**config.mk**
```make
export PLATFORM = sky130hd
export DESIGN_NAME = xpipe_top
export DESIGN_NICKNAME = d
export VERILOG_FILES = /design/src/rtl/xpipe_pkg.sv /design/src/rtl/xpipe_ctrl.sv /design/src/rtl/xpipe_stage_chain.sv /design/src/rtl/xpipe_dpath.sv /design/src/rtl/xpipe_top.sv
export SDC_FILE = /design/constraint.sdc
export NUM_CORES = 2
export LEC_CHECK = 0
export BUFFER_PORTS_ARGS = -buffer_cell sky130_fd_sc_hd__buf_2
export CORE_MARGIN = 2
export CORE_UTILIZATION = 40
export DETAILED_ROUTE_END_ITERATION = 16
export PLACE_DENSITY = 0.52
export SKIP_CTS_REPAIR_TIMING = 1
export SYNTH_ARGS = -nofsm -noshare
export SYNTH_HDL_FRONTEND = slang
export SYNTH_SLANG_ARGS = --single-unit
```
**constraint.sdc**
```tcl
create_clock -name clk -period 23.4 [get_ports clk]
set_input_delay 7.02 -clock clk [delete_from_list [all_inputs] [get_ports clk]]
set_output_delay 7.02 -clock clk [all_outputs]
set_load 0.01 [all_outputs]
```
**src/rtl/xpipe_pkg.sv**
```systemverilog
package xpipe_pkg;
  typedef enum logic [2:0] {
    OP_ADD   = 3'd0,
    OP_SUB   = 3'd1,
    OP_MUL   = 3'd2,
    OP_CHM2A = 3'd3,
    OP_CHA2M = 3'd4,
    OP_LOAD  = 3'd5
  } opcode_e;

  typedef struct packed {
    logic addAdv;
    logic mulAdv;
    logic addFromMul;
    logic mulFromAdd;
    logic isSub;
    logic wbAdd;
    logic wbMul;
    logic wbImm;
  } ctrl_t;
endpackage

```
**src/rtl/xpipe_ctrl.sv**
```systemverilog
module xpipe_ctrl
  import xpipe_pkg::*;
(
  input  logic       clk,
  input  logic       rstN,
  input  logic       issueValid,
  input  logic [2:0] opcode,
  output ctrl_t      ctrl
);
  always_comb begin
    ctrl = '0;
    if (issueValid) begin
      case (opcode)
        OP_ADD:   begin ctrl.addAdv = 1'b1; ctrl.wbAdd = 1'b1; end
        OP_SUB:   begin ctrl.addAdv = 1'b1; ctrl.wbAdd = 1'b1; ctrl.isSub = 1'b1; end
        OP_MUL:   begin ctrl.mulAdv = 1'b1; ctrl.wbMul = 1'b1; end
        OP_CHM2A: begin
          ctrl.addAdv = 1'b1; ctrl.mulAdv = 1'b1;
          ctrl.addFromMul = 1'b1; ctrl.wbAdd = 1'b1;
        end
        OP_CHA2M: begin
          ctrl.addAdv = 1'b1; ctrl.mulAdv = 1'b1;
          ctrl.mulFromAdd = 1'b1; ctrl.wbMul = 1'b1;
        end
        OP_LOAD:  ctrl.wbImm = 1'b1;
        default:  ctrl = '0;
      endcase
    end
  end


  idle_no_strobe_chk: assert property (@(posedge clk) disable iff (!rstN)
    (!issueValid || opcode > 3'd5) |-> (ctrl == '0));


  chain_both_adv_chk: assert property (@(posedge clk) disable iff (!rstN)
    (issueValid && (opcode == OP_CHM2A || opcode == OP_CHA2M)) |-> (ctrl.addAdv && ctrl.mulAdv));


  one_wb_source_chk: assert property (@(posedge clk) disable iff (!rstN)
    $onehot0({ctrl.wbAdd, ctrl.wbMul, ctrl.wbImm}));
endmodule

```
**src/rtl/xpipe_stage_chain.sv**
```systemverilog
module xpipe_stage_chain #(
  parameter int W     = 32,
  parameter int DEPTH = 3
) (
  input  logic             clk,
  input  logic             rstN,
  input  logic             adv,
  input  logic [W-1:0]     inData,
  output logic             exitValid,
  output logic [W-1:0]     exitData,
  output logic [DEPTH-1:0] occ
);
  logic [DEPTH-1:0] vld;
  logic [W-1:0]     dat [DEPTH];

  for (genvar i = 0; i < DEPTH; i++) begin : g_stage
    if (i == 0) begin : g_head
      always_ff @(posedge clk) begin
        if (!rstN) begin
          vld[0] <= 1'b0;
          dat[0] <= '0;
        end else if (adv) begin
          vld[0] <= 1'b1;
          dat[0] <= inData;
        end
      end
    end else begin : g_body
      always_ff @(posedge clk) begin
        if (!rstN) begin
          vld[i] <= 1'b0;
          dat[i] <= '0;
        end else if (adv) begin
          vld[i] <= vld[i-1];
          dat[i] <= dat[i-1];
        end
      end
    end
  end

  assign exitValid = vld[DEPTH-1];
  assign exitData  = dat[DEPTH-1];
  assign occ       = vld;


  insert_fills_head_chk: assert property (@(posedge clk) disable iff (!rstN)
    adv |=> occ[0]);


  hold_when_idle_chk: assert property (@(posedge clk) disable iff (!rstN)
    !adv |=> ($stable(occ) && $stable(exitData)));
endmodule

```
**src/rtl/xpipe_dpath.sv**
```systemverilog
module xpipe_dpath
  import xpipe_pkg::*;
#(
  parameter int W         = 32,
  parameter int REGS      = 32,
  parameter int ADD_DEPTH = 3,
  parameter int MUL_DEPTH = 3,
  localparam int IW       = $clog2(REGS)
) (
  input  logic                 clk,
  input  logic                 rstN,
  input  ctrl_t                ctrl,
  input  logic [IW-1:0]        srcA,
  input  logic [IW-1:0]        srcB,
  input  logic [IW-1:0]        dstIdx,
  input  logic [W-1:0]         imm,
  output logic [ADD_DEPTH-1:0] addOcc,
  output logic [MUL_DEPTH-1:0] mulOcc,
  output logic                 wbValid,
  output logic [IW-1:0]        wbIdx,
  output logic [W-1:0]         wbData
);
  logic [W-1:0] rf [REGS];
  logic [W-1:0] opA, opB;
  logic [W-1:0] addExitData, mulExitData;
  logic         addExitValid, mulExitValid;
  logic [W-1:0] addLeft, mulLeft, addIn, mulIn;

  assign opA = rf[srcA];
  assign opB = rf[srcB];

  always_comb begin
    addLeft = ctrl.addFromMul ? (mulExitValid ? mulExitData : '0) : opA;
    mulLeft = ctrl.mulFromAdd ? (addExitValid ? addExitData : '0) : opA;
    addIn   = ctrl.isSub ? (addLeft - opB) : (addLeft + opB);
    mulIn   = mulLeft * opB;
  end

  xpipe_stage_chain #(.W(W), .DEPTH(ADD_DEPTH)) uAddPipe (
    .clk(clk), .rstN(rstN), .adv(ctrl.addAdv), .inData(addIn),
    .exitValid(addExitValid), .exitData(addExitData), .occ(addOcc)
  );

  xpipe_stage_chain #(.W(W), .DEPTH(MUL_DEPTH)) uMulPipe (
    .clk(clk), .rstN(rstN), .adv(ctrl.mulAdv), .inData(mulIn),
    .exitValid(mulExitValid), .exitData(mulExitData), .occ(mulOcc)
  );

  always_comb begin
    wbValid = 1'b0;
    wbData  = '0;
    if (ctrl.wbImm) begin
      wbValid = 1'b1;
      wbData  = imm;
    end else if (ctrl.wbAdd) begin
      wbValid = addExitValid;
      wbData  = addExitData;
    end else if (ctrl.wbMul) begin
      wbValid = mulExitValid;
      wbData  = mulExitData;
    end
  end
  assign wbIdx = dstIdx;

  always_ff @(posedge clk) begin
    if (!rstN) begin
      for (int i = 0; i < REGS; i++) rf[i] <= '0;
    end else if (wbValid) begin
      rf[wbIdx] <= wbData;
    end
  end


  empty_exit_silent_chk: assert property (@(posedge clk) disable iff (!rstN)
    ((ctrl.wbAdd && !addExitValid) || (ctrl.wbMul && !mulExitValid)) |-> !wbValid);


  load_writes_reg_chk: assert property (@(posedge clk) disable iff (!rstN)
    ctrl.wbImm |=> (rf[$past(dstIdx)] == $past(imm)));
endmodule

```
**src/rtl/xpipe_top.sv**
```systemverilog
module xpipe_top
  import xpipe_pkg::*;
#(
  parameter int W         = 32,
  parameter int REGS      = 32,
  parameter int ADD_DEPTH = 3,
  parameter int MUL_DEPTH = 3,
  localparam int IW       = $clog2(REGS)
) (
  input  logic                 clk,
  input  logic                 rstN,
  input  logic                 issueValid,
  input  logic [2:0]           opcode,
  input  logic [IW-1:0]        srcA,
  input  logic [IW-1:0]        srcB,
  input  logic [IW-1:0]        dstIdx,
  input  logic [W-1:0]         imm,
  output logic [ADD_DEPTH-1:0] addOcc,
  output logic [MUL_DEPTH-1:0] mulOcc,
  output logic                 wbValid,
  output logic [IW-1:0]        wbIdx,
  output logic [W-1:0]         wbData
);
  ctrl_t ctrl;

  xpipe_ctrl uCtrl (
    .clk(clk), .rstN(rstN), .issueValid(issueValid), .opcode(opcode), .ctrl(ctrl)
  );

  xpipe_dpath #(.W(W), .REGS(REGS), .ADD_DEPTH(ADD_DEPTH), .MUL_DEPTH(MUL_DEPTH)) uDpath (
    .clk(clk), .rstN(rstN), .ctrl(ctrl), .srcA(srcA), .srcB(srcB), .dstIdx(dstIdx),
    .imm(imm), .addOcc(addOcc), .mulOcc(mulOcc), .wbValid(wbValid), .wbIdx(wbIdx),
    .wbData(wbData)
  );


  mul_keeps_adder_chk: assert property (@(posedge clk) disable iff (!rstN)
    (issueValid && opcode == OP_MUL) |=> $stable(addOcc));


  idle_keeps_pipes_chk: assert property (@(posedge clk) disable iff (!rstN)
    !issueValid |=> ($stable(addOcc) && $stable(mulOcc)));
endmodule

```
==> flow_metrics.env <==
export IMPL_finalMaxSlewViolations=0
export IMPL_synthesis_area_per_instance_um2=12.42
export IMPL_max_stage_delay_cell_worst_path="sky130_fd_sc_hd__inv_4"
export IMPL_gr_total_overflow=0
export IMPL_number_of_flops_mapped_to_enable_cells_by_yosys=1216
export IMPL_route_detailed_wl_per_inst_um=36.32
export IMPL_clk_root_buffer_cell="sky130_fd_sc_hd__clkbuf_16"
export IMPL_route_detailed_vias_per_inst=6.365
export IMPL_status="completed"
export IMPL_die_area_um2=200400
export IMPL_area_of_the_mapped_netlist_um2=78720
export IMPL_finalWorstPathRequiredPeriod_ns=17.78
export IMPL_finalSetupViolations=0
export IMPL_timing_final_crit_share=0.7597
export IMPL_drc=0
export IMPL_layout_drive_gt1_share=0.1853
export IMPL_rows=162
export IMPL_final_net_count=6876
export IMPL_worstSetupEndpointType="flip-flop"
export IMPL_areaGrowthSynthToFinish_pct=10.13
export IMPL_final_antenna_net_count=0
export IMPL_layout_cells_most_common="sky130_fd_sc_hd__nor2_1"
export IMPL_htree_num_levels=4
export IMPL_peak_usage_layer_in_the_global_routing_report="met2"
export IMPL_gp_routability_congestion=0.9185
export IMPL_path_clk_slew_ns=0.06
export IMPL_synth_ff_latch_count=1222
export IMPL_cts_tree="yes"
export IMPL_floorplan_die_height_um=447.6
export IMPL_grt_met3_usage=0.09096
export IMPL_grt_max_degree=83
export IMPL_ir_worst_vdd_mv=0.4648
export IMPL_core_area_um2=195200
export IMPL_groute_usage_overall=0.3275
export IMPL_postSynthCellCount=6340
export IMPL_cp_max_fo=39
export IMPL_hold_removal_path_class="reg2reg"
export IMPL_yosysUniqueCellTypes=85
export IMPL_max_slew_worst_pin_slew_ns=1.410
export IMPL_cts_num_sinks=1222
export IMPL_drt_initial_drc_count=8997
export IMPL_cp_data_arrival_time_ns=18.35
export IMPL_ioPinCount=97
export IMPL_fin_tns_setup_ns=0
export IMPL_p_per_area_nw_per_um2=137.6
export IMPL_dp_hpwl_um=202900
export IMPL_tritoncts_num_buffers=140
export IMPL_grt_use_met1=0.4591
export IMPL_worst_endpoint_required_ns=23.97
export IMPL_count_of_final_hold_check_violations=0
export IMPL_leakage_nw=33.19
export IMPL_initial_utilization=0.4033
export IMPL_finalClockSkew_ns=0.07523
export IMPL_most_used_cells_in_the_layout_excluding_fill_and_tap_cells="sky130_fd_sc_hd__nor2_1, sky130_fd_sc_hd__edfxtp_1, sky130_fd_sc_hd__inv_1"
export IMPL_die_w_um=447.6
export IMPL_use_met2=0.4756
export IMPL_io_buffer_count=96
export IMPL_drv_cap=0
export IMPL_number_of_antenna_violations_at_the_first_check_in_global_routing=22
export IMPL_detail_route_first_pass_iterations=8
export IMPL_category_of_the_most_critical_setup_path="in2reg"
export IMPL_nFillCells=17720
export IMPL_post_synth_net_total=6957
export IMPL_utilization=0.4442
export IMPL_clk_path_buf_depth=3
export IMPL_grt_pass1_wl_um=453200
export IMPL_first_global_vias=56490
export IMPL_seq_area_frac_synth=0.4654
export IMPL_fraction_of_synthesis_flops_using_an_asynchronous_set_or_reset_pin=0
export IMPL_cpPeakStageDelay_ns=0.78
export IMPL_skew_pair_late_insertion_delay_ns=0.88
export IMPL_max_freq_ghz=0.05625
export IMPL_route_vias_total=57330
export IMPL_design_power_total_mw=11.93
export IMPL_rsz0062_at_grt="no"
export IMPL_warning_count_from_the_yosys_run=0
export IMPL_wire_length_reported_by_the_detailed_router_um=327100
export IMPL_slew_limit_headroom=0.05345
export IMPL_dominant_register_cell_in_the_synthesized_netlist="sky130_fd_sc_hd__edfxtp_1"
export IMPL_worst_setup_path_start_kind="primary input"
synth_stat cells, types with 10 or more instances:
master                      number  area [um^2]
sky130_fd_sc_hd__a2111oi_0      10        87.58
sky130_fd_sc_hd__a211oi_1       11        82.58
sky130_fd_sc_hd__a21o_1         44        330.3
sky130_fd_sc_hd__a21oi_1       141        705.7
sky130_fd_sc_hd__a221oi_1       12        105.1
sky130_fd_sc_hd__a222oi_1       32        320.3
sky130_fd_sc_hd__a22o_1         12        105.1
sky130_fd_sc_hd__a22oi_1        41        307.8
sky130_fd_sc_hd__a31oi_1        32        200.2
sky130_fd_sc_hd__a32oi_1        15        131.4
sky130_fd_sc_hd__and2_1         43        269.0
sky130_fd_sc_hd__and3_1        165         1032
sky130_fd_sc_hd__buf_1          23        86.33
sky130_fd_sc_hd__buf_2          48        240.2
sky130_fd_sc_hd__buf_4          37        277.8
sky130_fd_sc_hd__buf_6          27        304.0
sky130_fd_sc_hd__clkbuf_1      388         1456
sky130_fd_sc_hd__edfxtp_1     1216        36520
sky130_fd_sc_hd__fa_1          409         8188
sky130_fd_sc_hd__ha_1          155         1939
sky130_fd_sc_hd__inv_1         496         1862
sky130_fd_sc_hd__mux2_2         20        225.2
sky130_fd_sc_hd__mux2i_1       170         1702
sky130_fd_sc_hd__mux4_1         16        420.4
sky130_fd_sc_hd__mux4_2        485        10920
sky130_fd_sc_hd__nand2_1       266        998.5
sky130_fd_sc_hd__nand2b_1      105        656.9
sky130_fd_sc_hd__nand3_1        62        310.3
sky130_fd_sc_hd__nand4_1        11        68.82
sky130_fd_sc_hd__nor2_1       1357         5094
sky130_fd_sc_hd__nor2b_1        83        519.3
sky130_fd_sc_hd__nor3_1         22        110.1
sky130_fd_sc_hd__o21a_1         10        75.07
sky130_fd_sc_hd__o21ai_0        50        250.2
sky130_fd_sc_hd__o21ai_1        15        75.07
sky130_fd_sc_hd__o22ai_1        14        87.58
sky130_fd_sc_hd__or2_2          52        325.3
sky130_fd_sc_hd__xnor2_1        77        674.4
sky130_fd_sc_hd__xor2_1         42        367.9
path summary, 6_finish.rpt:
| check | slack (ns) | startpoint | cells past startpoint | end |
|---|---|---|---|---|
| max | 5.62 | srcA[4] | 36 | uDpath.uMulPipe.dat[0][31] |
| max reg2reg | 12.83 | uDpath.rf[0][9] | 34 | uDpath.uMulPipe.dat[0][31] |
| min reg2reg | 0.48 | uDpath.uMulPipe.occ[0] | 2 | uDpath.uMulPipe.occ[1] |
| min | 0.48 | uDpath.uMulPipe.occ[0] | 2 | uDpath.uMulPipe.occ[1] |
state kept, by name, summed over array words and instances, names as in the netlist:
| signal | cells |
|---|---|
| uDpath.rf | 1024 |
| uDpath.uAddPipe.dat | 96 |
| uDpath.uMulPipe.dat | 96 |
| uDpath.uAddPipe.occ | 2 |
| uDpath.uMulPipe.occ | 2 |
| uDpath.uAddPipe.exitValid | 1 |
| uDpath.uMulPipe.exitValid | 1 |
critical path, delay by kind of cell:
family / cells / cell delay [ns]
fa+ha+maj: 9 / 3.95
simple gates: 9 / 2.36
buf+inv: 11 / 2.57
compound gates: 6 / 2.21
xor+xnor: 1 / 0.14
layout make-up:
type / count / area, um^2 / area share
multi-input cells: 4085 / 38140 / 0.4399
well taps: 2624 / 3283 / 0.03787
clock inverters: 77 / 867.1 / 0.01000
repair buffers: 305 / 2132 / 0.02459
clock buffers: 175 / 3707 / 0.04276
inverters: 505 / 1899 / 0.02191
diodes: 14 / 35.03 / 0.0004041
flip-flops and latches: 1222 / 36640 / 0.4226
stage by stage:
| step | hold WS (ns) | instance area (um^2) | instances | setup slack (ns) |
|---|---|---|---|---|
| 6_report | 0.4794 | 86700 | 9007 | 5.624 |
| 5_1_grt | 0.5098 | 86670 | 8994 | 5.315 |
| 4_1_cts | 0.4810 | 86660 | 8993 | 5.750 |
| 3_5_place_dp | 0.4730 | 82090 | 8741 | 4.957 |
| 3_3_place_gp | 0.4653 | 82090 | 8741 | 5.002 |
| 2_1_floorplan | 0.4972 | 78720 | 6340 | 7.130 |
metal layers:
layer	wire length, um	share of wire
met4	15650	0.048
met2	141300	0.43
met5	100	0.00031
met3	42090	0.13
met1	128000	0.39
kinds of logic after synthesis:
| group | count (synthesis) | synth area share |
|---|---|---|
| xor+xnor | 126 | 0.01526 |
| simple gates | 2204 | 0.1233 |
| mux | 693 | 0.1691 |
| fa+ha+maj | 564 | 0.1286 |
| flops | 1222 | 0.4654 |
| buf+inv | 1033 | 0.05539 |
| compound gates | 498 | 0.04299 |
power breakdown:
group	leakage [nW]	switching, mW	internal, mW	total (mW)
registers	12.7	0.0720	2.54	2.61
logic	18.3	4.17	2.91	7.08
clock network	2.22	0.996	1.25	2.24
total	33.2	5.24	6.69	11.9
Power figures use the tool's default switching activity.
